--- config.mk ---
export PLATFORM = sky130hd
export DESIGN_NAME = pw_bridge
export DESIGN_NICKNAME = d
export VERILOG_FILES = /design/src/rtl/pw_bridge_pkg.sv /design/src/rtl/pw_cfg_regs.sv /design/src/rtl/pw_post_buf.sv /design/src/rtl/pw_bus_ctl.sv /design/src/rtl/pw_bridge.sv
export SDC_FILE = /design/constraint.sdc
export NUM_CORES = 1
export LEC_CHECK = 0
export ABC_CLOCK_PERIOD_IN_PS = 6700
export CAP_MARGIN = 20
export CORE_UTILIZATION = 50
export DETAILED_ROUTE_END_ITERATION = 10
export DONT_BUFFER_PORTS = 1
export GPL_TIMING_DRIVEN = 0
export PLACE_DENSITY = 0.71
export SLEW_MARGIN = 10
export SYNTH_ARGS = -nofsm -noshare
export SYNTH_HDL_FRONTEND = slang
export SYNTH_HIERARCHICAL = 1
export SYNTH_SLANG_ARGS = --single-unit
--- constraint.sdc ---
create_clock -name clk -period 6.7 [get_ports clk]
set_input_delay 0.67 -clock clk [delete_from_list [all_inputs] [get_ports clk]]
set_output_delay 0.67 -clock clk [all_outputs]
set_load 0.005 [all_outputs]
--- src/rtl/pw_bridge_pkg.sv ---
package pw_bridge_pkg;
  typedef enum logic [1:0] {
    BUS_IDLE = 2'd0,
    BUS_ARB  = 2'd1,
    BUS_OWN  = 2'd2,
    BUS_XFER = 2'd3
  } bus_st_e;

  localparam int CFG_W = 2;
  localparam logic [1:0] REG_CTRL = 2'd0;
  localparam logic [1:0] REG_MASK = 2'd1;
  localparam logic [1:0] REG_STAT = 2'd2;
  localparam int CTRL_POST_BIT = 0;
  localparam int CTRL_SLV_BIT  = 1;
  localparam int MASK_PERR_BIT = 0;
  localparam int STAT_PERR_BIT = 0;
endpackage

--- src/rtl/pw_cfg_regs.sv ---
module pw_cfg_regs
  import pw_bridge_pkg::*;
(
  input  logic             clk,
  input  logic             rst_n,
  input  logic             we,
  input  logic [1:0]       addr,
  input  logic [CFG_W-1:0] wdata,
  input  logic             err_set,
  output logic [CFG_W-1:0] rdata,
  output logic             post_en,
  output logic             slv_en,
  output logic             irq
);
  logic post_q, post_d;
  logic slv_q, slv_d;
  logic ie_q, ie_d;
  logic flag_q, flag_d;
  logic wr_ctrl, wr_mask, wr_stat;

  assign wr_ctrl = we && (addr == REG_CTRL);
  assign wr_mask = we && (addr == REG_MASK);
  assign wr_stat = we && (addr == REG_STAT);

  always_comb begin
    post_d = post_q;
    slv_d  = slv_q;
    ie_d   = ie_q;
    flag_d = flag_q;
    if (wr_ctrl) begin
      post_d = wdata[CTRL_POST_BIT];
      slv_d  = wdata[CTRL_SLV_BIT];
    end
    if (wr_mask) ie_d = wdata[MASK_PERR_BIT];
    if (wr_stat && wdata[STAT_PERR_BIT]) flag_d = 1'b0;
    if (err_set) flag_d = 1'b1;
  end

  always_ff @(posedge clk or negedge rst_n) begin
    if (!rst_n) begin
      post_q <= 1'b0;
      slv_q  <= 1'b0;
      ie_q   <= 1'b0;
      flag_q <= 1'b0;
    end else begin
      post_q <= post_d;
      slv_q  <= slv_d;
      ie_q   <= ie_d;
      flag_q <= flag_d;
    end
  end

  always_comb begin
    rdata = '0;
    unique case (addr)
      REG_CTRL: begin
        rdata[CTRL_POST_BIT] = post_q;
        rdata[CTRL_SLV_BIT]  = slv_q;
      end
      REG_MASK: rdata[MASK_PERR_BIT] = ie_q;
      REG_STAT: rdata[STAT_PERR_BIT] = flag_q;
      default:  rdata = '0;
    endcase
  end

  assign post_en = post_q;
  assign slv_en  = slv_q;
  assign irq     = flag_q && ie_q;

  AST_ERR_LATCH: assert property (@(posedge clk) disable iff (!rst_n)
    err_set |=> flag_q);
  AST_IRQ_MASKED: assert property (@(posedge clk) disable iff (!rst_n)
    (wr_mask && !wdata[MASK_PERR_BIT]) |=> !irq);
endmodule

--- src/rtl/pw_post_buf.sv ---
module pw_post_buf #(
  parameter int AW = 32,
  parameter int DW = 32
) (
  input  logic          clk,
  input  logic          rst_n,
  input  logic          cpu_req,
  input  logic [AW-1:0] cpu_addr,
  input  logic [DW-1:0] cpu_wdata,
  input  logic          post_en,
  input  logic          slv_en,
  input  logic          owned,
  input  logic          done,
  input  logic          done_err,
  output logic          cpu_ack,
  output logic          cpu_berr,
  output logic          vld,
  output logic [AW-1:0] buf_addr,
  output logic [DW-1:0] buf_data,
  output logic          need_bus,
  output logic          err_set
);
  logic          vld_q, vld_d;
  logic          posted_q, posted_d;
  logic [AW-1:0] addr_q, addr_d;
  logic [DW-1:0] data_q, data_d;
  logic          ack_q, ack_d;
  logic          berr_q, berr_d;
  logic          hs_q;
  logic          accept;

  assign hs_q   = ack_q || berr_q;
  assign accept = cpu_req && !hs_q && !vld_q && (!post_en || !slv_en || owned);

  always_comb begin
    vld_d    = vld_q;
    posted_d = posted_q;
    addr_d   = addr_q;
    data_d   = data_q;
    if (accept) begin
      vld_d    = 1'b1;
      posted_d = post_en;
      addr_d   = cpu_addr;
      data_d   = cpu_wdata;
    end else if (done) begin
      vld_d = 1'b0;
    end
    ack_d  = (accept && post_en) || (done && !posted_q && !done_err);
    berr_d = done && !posted_q && done_err;
  end

  always_ff @(posedge clk or negedge rst_n) begin
    if (!rst_n) begin
      vld_q    <= 1'b0;
      posted_q <= 1'b0;
      ack_q    <= 1'b0;
      berr_q   <= 1'b0;
    end else begin
      vld_q    <= vld_d;
      posted_q <= posted_d;
      ack_q    <= ack_d;
      berr_q   <= berr_d;
    end
  end

  always_ff @(posedge clk or negedge rst_n) begin
    if (!rst_n) begin
      addr_q <= '0;
      data_q <= '0;
    end else if (accept) begin
      addr_q <= addr_d;
      data_q <= data_d;
    end
  end

  assign cpu_ack  = ack_q;
  assign cpu_berr = berr_q;
  assign vld      = vld_q;
  assign buf_addr = addr_q;
  assign buf_data = data_q;
  assign need_bus = vld_q || (cpu_req && !hs_q);
  assign err_set  = done && posted_q && done_err;

  AST_BUF_HOLD: assert property (@(posedge clk) disable iff (!rst_n)
    (vld_q && !done) |=> (vld_q && $stable(addr_q) && $stable(data_q)));
  AST_SLV_WAIT: assert property (@(posedge clk) disable iff (!rst_n)
    ($rose(vld_q) && $past(post_en) && $past(slv_en)) |-> $past(owned));
  AST_ACK_BERR_EXCL: assert property (@(posedge clk) disable iff (!rst_n)
    !(ack_q && berr_q));
endmodule

--- src/rtl/pw_bus_ctl.sv ---
module pw_bus_ctl
  import pw_bridge_pkg::*;
(
  input  logic clk,
  input  logic rst_n,
  input  logic need_bus,
  input  logic buf_vld,
  input  logic sb_gnt,
  input  logic sb_dack,
  input  logic sb_berr,
  output logic sb_req,
  output logic sb_cyc,
  output logic owned,
  output logic done,
  output logic done_err
);
  bus_st_e st_q, st_d;

  always_comb begin
    st_d = st_q;
    unique case (st_q)
      BUS_IDLE: if (need_bus) st_d = BUS_ARB;
      BUS_ARB:  if (sb_gnt) st_d = BUS_OWN;
      BUS_OWN: begin
        if (buf_vld)        st_d = BUS_XFER;
        else if (!need_bus) st_d = BUS_IDLE;
      end
      BUS_XFER: if (sb_dack || sb_berr) st_d = BUS_OWN;
      default:  st_d = BUS_IDLE;
    endcase
  end

  always_ff @(posedge clk or negedge rst_n) begin
    if (!rst_n) st_q <= BUS_IDLE;
    else        st_q <= st_d;
  end

  assign sb_req   = (st_q != BUS_IDLE);
  assign sb_cyc   = (st_q == BUS_XFER);
  assign owned    = (st_q == BUS_OWN) || (st_q == BUS_XFER);
  assign done     = sb_cyc && (sb_dack || sb_berr);
  assign done_err = sb_berr;

  AST_CYC_NEEDS_BUF: assert property (@(posedge clk) disable iff (!rst_n)
    sb_cyc |-> buf_vld);
  AST_RELEASE_EMPTY: assert property (@(posedge clk) disable iff (!rst_n)
    $fell(sb_req) |-> !buf_vld);
endmodule

--- src/rtl/pw_bridge.sv ---
module pw_bridge
  import pw_bridge_pkg::*;
#(
  parameter int AW = 32,
  parameter int DW = 32
) (
  input  logic             clk,
  input  logic             rst_n,
  input  logic             cfg_we,
  input  logic [1:0]       cfg_addr,
  input  logic [CFG_W-1:0] cfg_wdata,
  output logic [CFG_W-1:0] cfg_rdata,
  output logic             irq,
  input  logic             cpu_req,
  input  logic [AW-1:0]    cpu_addr,
  input  logic [DW-1:0]    cpu_wdata,
  output logic             cpu_ack,
  output logic             cpu_berr,
  output logic             sb_req,
  input  logic             sb_gnt,
  output logic             sb_cyc,
  output logic [AW-1:0]    sb_addr,
  output logic [DW-1:0]    sb_wdata,
  input  logic             sb_dack,
  input  logic             sb_berr
);
  logic [1:0] rs_q;
  logic       rst_sn;
  logic       post_en, slv_en, owned, done, done_err;
  logic       buf_vld, need_bus, err_set;

  always_ff @(posedge clk or negedge rst_n) begin
    if (!rst_n) rs_q <= '0;
    else        rs_q <= {rs_q[0], 1'b1};
  end
  assign rst_sn = rs_q[1];

  pw_cfg_regs i_regs (
    .clk     (clk),
    .rst_n   (rst_sn),
    .we      (cfg_we),
    .addr    (cfg_addr),
    .wdata   (cfg_wdata),
    .err_set (err_set),
    .rdata   (cfg_rdata),
    .post_en (post_en),
    .slv_en  (slv_en),
    .irq     (irq)
  );

  pw_post_buf #(.AW(AW), .DW(DW)) i_buf (
    .clk       (clk),
    .rst_n     (rst_sn),
    .cpu_req   (cpu_req),
    .cpu_addr  (cpu_addr),
    .cpu_wdata (cpu_wdata),
    .post_en   (post_en),
    .slv_en    (slv_en),
    .owned     (owned),
    .done      (done),
    .done_err  (done_err),
    .cpu_ack   (cpu_ack),
    .cpu_berr  (cpu_berr),
    .vld       (buf_vld),
    .buf_addr  (sb_addr),
    .buf_data  (sb_wdata),
    .need_bus  (need_bus),
    .err_set   (err_set)
  );

  pw_bus_ctl i_bus (
    .clk      (clk),
    .rst_n    (rst_sn),
    .need_bus (need_bus),
    .buf_vld  (buf_vld),
    .sb_gnt   (sb_gnt),
    .sb_dack  (sb_dack),
    .sb_berr  (sb_berr),
    .sb_req   (sb_req),
    .sb_cyc   (sb_cyc),
    .owned    (owned),
    .done     (done),
    .done_err (done_err)
  );

  AST_POSTED_NO_BERR: assert property (@(posedge clk) disable iff (!rst_sn)
    err_set |=> !cpu_berr);
endmodule

==> results.md, run 1 <==
- DIE HEIGHT: 80.3 um
- Remaining Overflow, GRT: 0
- Area delta synth->final: 10.1%
- Row count: 28
- Reg power frac: 51.4%
- Die Span X: 80.3 um
- Unrepaired setup endpoints after global routing: no
- Wirelength, routed: 5500 um
- Setup crit end kind: flop
- Psw: 0.506 mW
- Largest net degree at the start of global routing: 75
- Netlist cell types: 28
- Pleak: 1.56 nW
- Clock network power share: 20.2%
- Flops & latches, synth: 76
- CTS root buffer: clkbuf_8
- WL per Instance: 19.9 um
- # setup viols final: 0
- Core area: 5920 um^2
- Post-Syn Instances: 185
- VDD IR-drop max: 0.000239 V
- Synth top cells by count: dfrtp_1 (76), mux2_2 (39), mux2_4 (30)
- Arr. time, crit path: 1.98 ns
- Initial antenna violation count: 0
- Die area: 6460 um^2
- Mapped Area: 3070 um^2
- Nets@finish: 272
- Synth async-reset ratio: 100%
- Gpl congestion: 0.673
- Port Buffers: 0
- Vias in the first global route: 1676
- Worst Path Required: 6.91 ns
- Internal power component: 1.20 mW
- DR DRC count: 0
- Most frequent cell after synthesis: dfrtp_1
- Skew-Pair Late Insertion Delay: 0.33 ns
- Cts repair resizes: 0
- Status: finished, final reports clean
- Worst setup SP type: flop
- Dpl hpwl: 4090 um
- Setup Fix Bufs, Post-CTS: 0
- Sink Count: 76
- Sw Share: 29.7%
- Max Buffers Root-to-Sink: 2
- Drt pass-1 iters: 4
- Synth warnings: 6
- CTS buffer count: 9
- Fraction of layout cells with a size suffix above 1: 48.5%
- Initial Util: 51.8%
- First-pass GRT wire length: 8230 um
- Final ANT Viol Nets: 0
- Clock transition at path regs: 0.08 ns
- CP max FO: 10
- Worst slew margin: 39.8%
- Final hold violations: 0
- Predominant post-synthesis flop cell: dfrtp_1
- Worst-Margin Slew: 0.902 ns
- Combinational share of power: 28.4%
- N_diodes: 0
- Max Clock Skew: 0.0122 ns
- # IOs: 146
- MaxCap Viol Count: 0
- Max-slew violations: 0
- Sequential share of the synthesized area: 62.0%
- Design area: 3380 um^2
- CTS Hold Bufs: 0
- Final setup TNS: 0 ns
- DR vias: 1574
- Hold WC Path Type: reg -> reg
- DP Area: 3170 um^2
- F_max: 0.566 GHz
- PD cells: 504 nW/um^2
- CTS tree: built
- Vias per inst: 5.68
- DRC marker count from the first detailed-route iteration: 33
- Critical path type: reg -> reg
- Net count after synthesis: 260
- Area leader, netlist: dfrtp_1
- Post-synth EDFFs: 0
- Crit share post-route: 26.4%
- Post-synthesis average cell area: 16.6 um^2
- Share of the synthesized area in the top cell type: 62.0%
- Synth area leaders: dfrtp_1 (62%), mux2_4 (15%), mux2_2 (14%), buf_6 (1.5%), nor3b_2 (0.82%)
- H-tree lvl count: 3
- Total Routing Usage GR: 17.7%
- Tmin final: 1.77 ns
[metal layers]
| metal | GRT usage, % | vias to the layer above | part of all wire (%) | wire length [um] |
|---|---|---|---|---|
| met1 | 19.4 | 805 | 37 | 2030 |
| met2 | 29.5 | 92 | 53 | 2930 |
| li1 | - | 671 | - | - |
| met4 | 7.50 | 0 | 1.1 | 61 |
| met5 | 0 | - | 0 | 0 |
| met3 | 7.95 | 6 | 8.7 | 479 |
[sequential cells by signal (all words and copies together) (netlist names)]
name	count
i_regs/ie_q	1
i_regs/post_en	1
i_buf/buf_data	32
i_buf/buf_addr	32
i_regs/slv_en	1
i_buf/cpu_berr	1
i_bus/st_q	2
i_regs/flag_q	1
rs_q	2
i_buf/vld	1
i_buf/cpu_ack	1
i_buf/posted_q	1
[stage by stage]
step	total power [mW]	hold WS, ns	instances	util [%]	setup WS [ns]
CTS	1.73	0.00327	276	56.9	4.90
global route	1.81	0.389	277	57.1	4.85
detailed placement	1.37	0.341	260	53.5	4.77
finish	1.70	0.366	277	57.1	4.93
global placement	1.33	0.337	260	53.4	3.98
floorplan	1.25	0.331	185	-	4.43
[worst paths after layout]
kind | depth (start not counted) | startpoint | slack [ns] | end
worst max-delay path | 5 | i_bus/st_q[1]$_DFFE_PN0P_ | 4.93 | i_buf/buf_addr[4]$_DFFE_PN0P_
worst min-delay path | 0 | rs_q[0]$_DFF_PN0_ | 0.37 | rs_q[1]$_DFF_PN0_
worst max register to register | 5 | i_bus/st_q[1]$_DFFE_PN0P_ | 4.93 | i_buf/buf_addr[4]$_DFFE_PN0P_
worst min register to register | 0 | rs_q[0]$_DFF_PN0_ | 0.37 | rs_q[1]$_DFF_PN0_
max in group asynchronous | 0 | rs_q[1]$_DFF_PN0_ | 5.64 | i_buf/buf_data[5]$_DFFE_PN0P_
min in group asynchronous | 0 | rs_q[1]$_DFF_PN0_ | 0.46 | i_buf/buf_addr[26]$_DFFE_PN0P_
[power groups by stage]
stage	Clock (mW)	Sequential (mW)	Combinational [mW]
final	0.345	0.876	0.483
after global routing	0.380	0.906	0.521
after CTS	0.357	0.880	0.489
after detailed placement	0	0.883	0.491
after global placement	0	0.873	0.455
after floorplan	0	0.824	0.428
[critical path, stage by stage, from the launching register on]
cell and delay (ns):
dfrtp_1 0.44, clkbuf_1 0.12, o21ai_1 0.36, buf_6 0.22, buf_6 0.19, mux2_4 0.32
[layout by cell type, fill, tap and decap left out, types with 2 or more instances in the layout]
master    synthesis  layout
o21ai_0           4       4
nor3b_2           2       2
buf_2             3       3
nand3b_1          2       2
clkbuf_1          1       2
inv_1             4       4
dfrtp_1          76      75
nand2_1           3       3
mux2_2           39      39
mux2_4           30      30
clkinv_2          0       2
buf_6             4       4
clkbuf_8          0      11
[kinds of logic (layout without fill, tap and decap cells)]
| family | after synthesis | count (layout) | synth area share [%] |
|---|---|---|---|
| DFF | 76 | 76 | 62.0 |
| muxes | 70 | 70 | 29.3 |
| and+or+nand+nor | 15 | 15 | 3.67 |
| buffers and inverters | 13 | 30 | 2.81 |
| AOI/OAI and AO/OA | 10 | 10 | 2.12 |
| other | 1 | 1 | 0.122 |
[area by class of cell]
type,instances,area (um^2)
tap,75,93.8
clock inverter,4,47.5
fill,455,2540
buffer,9,71.3
timing repair buffer,1,10.0
clock buffer,12,155
multi-input combinational,96,1080
sequential,76,1910
inverter,4,15.0
No activity file was read; power rests on OpenSTA's default activity.
==> inputs of run 2 (changes only) <==
ABC_CLOCK_PERIOD_IN_PS = 1850   (was 6700)
clock period = 1.85 ns   (was 6.7 ns; I/O delays follow)
==> run 2 against run 1 <==
Via count grew 14%. Hold slack worse by 0.34 ns. Sequential share of layout area is 9.1 points lower. Critical path type unchanged. Largest power group unchanged. Highest routed layer unchanged.
==> results.md, run 2 (synthesis results as in run 1) <==
- Core area: 5920 um^2
- Hold depth: 1
- Final ANT Viol Nets: 0
- Most frequent CP cell: buf_6
- Crit share post-route: 90.0%
- Status: finished, final reports clean
- F_max: 0.601 GHz
- Remaining Overflow, GRT: 0
- Fin cells: 343
- N_diodes: 0
- PD cells: 1540 nW/um^2
- Nets@finish: 338
- Area delta synth->final: 31.3%
- WL per Instance: 18.6 um
- Final hold violations: 0
- PnR worst setup slack: 0.185 ns
- CTS root buffer: clkbuf_8
- H-tree lvl count: 3
- Max Clock Skew: 0.0153 ns
- CTS tree: built
- DIE HEIGHT: 80.3 um
- Tmin final: 1.67 ns
- Wirelength, routed: 6380 um
- Vias in the first global route: 2077
- Row count: 28
- Leading cell types in the layout, fill and taps excluded: dfrtp_1 (75), dlygate4sd3_1 (66), mux2_2 (39), mux2_4 (30), clkbuf_8 (11)
- Initial Util: 51.8%
- Fill count: 420
- Clock transition at path regs: 0.08 ns
- CP max-delay cell: dfrtp_1
- Tot Pwr: 6.20 mW
- Max-slew violations: 0
- Drt pass-1 iters: 3
- Die area: 6460 um^2
- Fraction of layout cells with a size suffix above 1: 37.3%
- Arr. time, crit path: 1.88 ns
- Dpl hpwl: 4340 um
- Max Buffers Root-to-Sink: 2
- # IOs: 146
- CP bufs+invs: 2
- Total Routing Usage GR: 21.8%
- Worst setup SP type: flop
- DR DRC count: 0
- Hold WS: 0.0302 ns
- Final setup TNS: 0 ns
- Setup crit end kind: flop
- Hold WC Path Type: in -> reg
- Skew-Pair Late Insertion Delay: 0.34 ns
- DR vias: 1797
- CTS buffer count: 9
- Post-Place Worst Slack: 0.0845 ns
- Layout Utilization: 68.1%
- Sink Count: 76
- Path depth of the worst reg2reg path: 5
- Pleak: 1.84 nW
- Crit-path cells: nor4b_2, o21ai_2, buf_6, buf_6, mux2_4
- CP top delay family: flip-flops
- MaxCap Viol Count: 0
- Critical path type: reg -> reg
- CP max FO: 10
- Largest net degree at the start of global routing: 40
- Worst Path Required: 2.07 ns
- Port Buffers: 0
- DRC marker count from the first detailed-route iteration: 38
- Die Span X: 80.3 um
- Vias per inst: 5.24
- Post-Place Cells: 261
- Unrepaired setup endpoints after global routing: no
- First-pass GRT wire length: 10100 um
- DP Area: 3190 um^2
- Max incr delay on CP: 0.42 ns
- Setup Fix Bufs, Post-CTS: 0
- VDD IR-drop max: 0.000994 V
- Critical path depth: 5
- Design area: 4030 um^2
- # setup viols final: 0
- Commonest non-fill, non-tap cell in the layout: dfrtp_1
- Initial antenna violation count: 0
- Gpl congestion: 0.729
-- run 2: power by group --
part / switching (mW) / internal [mW]
Combinational: 0.625 / 1.27
Clock: 0.557 / 0.556
Sequential: 0.716 / 2.48
Total: 1.90 / 4.30
-- run 2: final cells by class --
type | instances | area [um^2] | area share, %
clock buffers | 12 | 155 | 3.85
plain buffers | 9 | 71.3 | 1.77
clock inverters | 4 | 23.8 | 0.590
repair buffers | 67 | 681 | 16.9
multi-input cells | 96 | 1080 | 26.9
well taps | 75 | 93.8 | 2.33
inverters | 4 | 15.0 | 0.373
flip-flops and latches | 76 | 1910 | 47.3
-- run 2: path summary, 6_finish.rpt --
| path | start | end | slack, ns |
|---|---|---|---|
| worst max-delay path | i_buf/cpu_berr$_DFF_PN0_ | i_buf/buf_data[25]$_DFFE_PN0P_ | 0.18 |
| worst min-delay path | cpu_addr[15] | i_buf/buf_addr[15]$_DFFE_PN0P_ | 0.03 |
| worst max register to register | i_buf/cpu_berr$_DFF_PN0_ | i_buf/buf_data[25]$_DFFE_PN0P_ | 0.18 |
| worst min register to register | rs_q[1]$_DFF_PN0_ | i_buf/buf_addr[3]$_DFFE_PN0P_ | 0.29 |
| max in group asynchronous | rs_q[1]$_DFF_PN0_ | i_buf/buf_data[0]$_DFFE_PN0P_ | 1.01 |
| min in group asynchronous | rst_n | rs_q[1]$_DFF_PN0_ | 0.07 |
-- run 2: timing repair --
| item | CTS | global route |
|---|---|---|
| hold buffers | 66 | 0 |
| gates resized for setup | 0 | 1 |
| endpoints found under the hold margin | 68 | 0 |
| setup endpoints to repair | 0 | 28 |
-- run 2: layer usage --
metal / vias up / track usage [%] / share of wire [%]
met5: - / 0 / 0
met4: 0 / 11.1 / 2.3
met3: 15 / 7.50 / 8.2
met2: 95 / 38.2 / 54
met1: 889 / 23.0 / 36
li1: 798 / - / -
==> inputs of run 3 (changes only) <==
CORE_UTILIZATION = 55   (was 50)
PLACE_DENSITY = 0.76   (was 0.71)
==> run 3 against run 2 <==
Non-clock buffer count is 1 higher. Clock skew is 0.0040 ns lower. Die area is 8.9% lower. Sequential power hardly changed. Register-to-register slack hardly changed. Hold slack better by 0.0020 ns. Setup slack worse by 0.0025 ns. Final area is 0.93% higher. Global-route usage is 1.8 points higher. Critical path type unchanged. Critical endpoint is now i_buf/buf_data[23]$_DFFE_PN0P_. Largest cell class unchanged. Largest power group unchanged.
==> results.md, run 3 (synthesis results as in run 1) <==
- MaxCap Viol Count: 0
- Commonest non-fill, non-tap cell in the layout: dfrtp_1
- Arr. time, crit path: 1.89 ns
- Unrepaired setup endpoints after global routing: no
- Remaining Overflow, GRT: 0
- Final setup TNS: 0 ns
- # IOs: 146
- Skew-Pair Late Insertion Delay: 0.34 ns
- Setup crit end kind: flop
- Port Buffers: 0
- Worst Path Required: 2.08 ns
- Fill count: 302
- Final ANT Viol Nets: 0
- Worst setup SP type: flop
- CP max FO: 10
- First-pass GRT wire length: 10300 um
- Wirelength, routed: 6580 um
- Most frequent CP cell: buf_6
- Reg2reg end: i_buf/buf_data[23]$_DFFE_PN0P_
- Vias per inst: 5.38
- Leading cell types in the layout, fill and taps excluded: dfrtp_1 (75), dlygate4sd3_1 (67), mux2_2 (39), mux2_4 (30), clkbuf_8 (13)
- Initial antenna violation count: 0
- CP max-delay cell: dfrtp_1
- Crit share post-route: 90.1%
- Setup Fix Bufs, Post-CTS: 0
- F_max: 0.600 GHz
- Area taken by flip-flops and latches: 1910 um^2
- Sink Count: 76
- Die area: 5880 um^2
- Worst Setup SP: i_bus/st_q[1]$_DFFE_PN0P_
- Max Buffers Root-to-Sink: 2
- Row count: 26
- DR DRC count: 0
- WL per Instance: 19.5 um
- Dpl hpwl: 4310 um
- Area delta synth->final: 32.5%
- Die Span X: 76.7 um
- N_diodes: 0
- # setup viols final: 0
- Total Routing Usage GR: 23.6%
- CTS root buffer: clkbuf_8
- DP Area: 3180 um^2
- Gpl congestion: 0.773
- Crit-path cells: clkbuf_1, o21ai_2, buf_6, buf_6, mux2_4
- H-tree lvl count: 3
- Fraction of layout cells with a size suffix above 1: 36.9%
- Max-slew violations: 0
- Met2 GRT Util: 41.7%
- DR vias: 1820
- Tmin final: 1.67 ns
- Multi-input combinational cell area: 1080 um^2
- Met3 usage: 9.29%
- Pleak: 1.86 nW
- Status: finished, final reports clean
- Clock transition at path regs: 0.07 ns
- Final hold violations: 0
- DIE HEIGHT: 76.7 um
- Fin cells: 338
- Path depth of the worst reg2reg path: 5
- Critical path type: reg -> reg
- Worst setup path end: i_buf/buf_data[23]$_DFFE_PN0P_
- Vias in the first global route: 2028
- Tot Pwr: 6.42 mW
- Max Clock Skew: 0.0113 ns
- Largest net degree at the start of global routing: 43
- Global route hottest layer: met2
- Design area: 4070 um^2
- Max incr delay on CP: 0.44 ns
- Worst r2r src: i_bus/st_q[1]$_DFFE_PN0P_
- Core area: 5240 um^2
- Drt pass-1 iters: 4
- DRC marker count from the first detailed-route iteration: 55
- Post-Place Cells: 256
- Met1 GRT Util: 24.6%
- CTS buffer count: 9
- VDD IR-drop max: 0.000939 V
- Hold WS: 0.0322 ns
- Initial Util: 58.6%
- PD cells: 1580 nW/um^2
- Hold WC Path Type: in -> reg
- CTS tree: built
- R2R setup slack: 0.18 ns
- Nets@finish: 339
run 3: worst max-delay path: cells and delay by family (launching register included):
kind                   cells  cell delay (ns)
AOI/OAI and AO/OA          1             0.25
buffers and inverters      3             0.53
muxes                      1             0.32
DFF                        1             0.44
run 3: how the worst min path moves through the flow:
stage,depth (start not counted),endpoint,from,slack (ns)
final,2,i_bus/st_q[1]$_DFFE_PN0P_,sb_gnt,0.03
after global routing,2,i_bus/st_q[1]$_DFFE_PN0P_,sb_gnt,0.01
after CTS,1,i_buf/buf_data[11]$_DFFE_PN0P_,cpu_wdata[11],0.003
after detailed placement,0,rs_q[0]$_DFF_PN0_,rst_n,-0.11
after global placement,0,rs_q[1]$_DFF_PN0_,rst_n,-0.11
after floorplan,0,rs_q[0]$_DFF_PN0_,rst_n,-0.11
run 3: routing by layer:
| metal | part of all wire [%] | up-vias |
|---|---|---|
| met5 | 0 | - |
| met2 | 55 | 90 |
| met4 | 2.2 | 0 |
| met3 | 7.2 | 13 |
| met1 | 36 | 917 |
| li1 | - | 800 |
run 3: timing repair:
action | 4_1_cts | 5_1_grt
hold buffers | 66 | 1
endpoints found under the hold margin | 68 | 1
resized for setup | 0 | 1
setup endpoints to repair | 0 | 34
run 3: where the power goes:
group          leakage, nW  internal, mW  switching (mW)
clock                0.109         0.764           0.550
sequential           0.896          2.48           0.737
combinational        0.851          1.27           0.623
run 3: area by class of cell:
| cell class | instances | share of cell area [%] |
|---|---|---|
| Buffer | 9 | 1.75 |
| Clock buffer | 14 | 4.49 |
| Clock inverter | 1 | 0.738 |
| Inverter | 4 | 0.369 |
| Multi-Input combinational cell | 96 | 26.7 |
| Sequential cell | 76 | 46.8 |
| Tap cell | 70 | 2.15 |
| Timing Repair Buffer | 68 | 17.0 |
run 3: per-stage QoR:
stage | utilization, % | setup WS, ns
final | 77.7 | 0.182
after global routing | 77.7 | 0.0945
after CTS | 77.4 | 0.0437
after detailed placement | 60.7 | 0.0839
after global placement | 60.3 | 0.127
after floorplan | - | 0.363
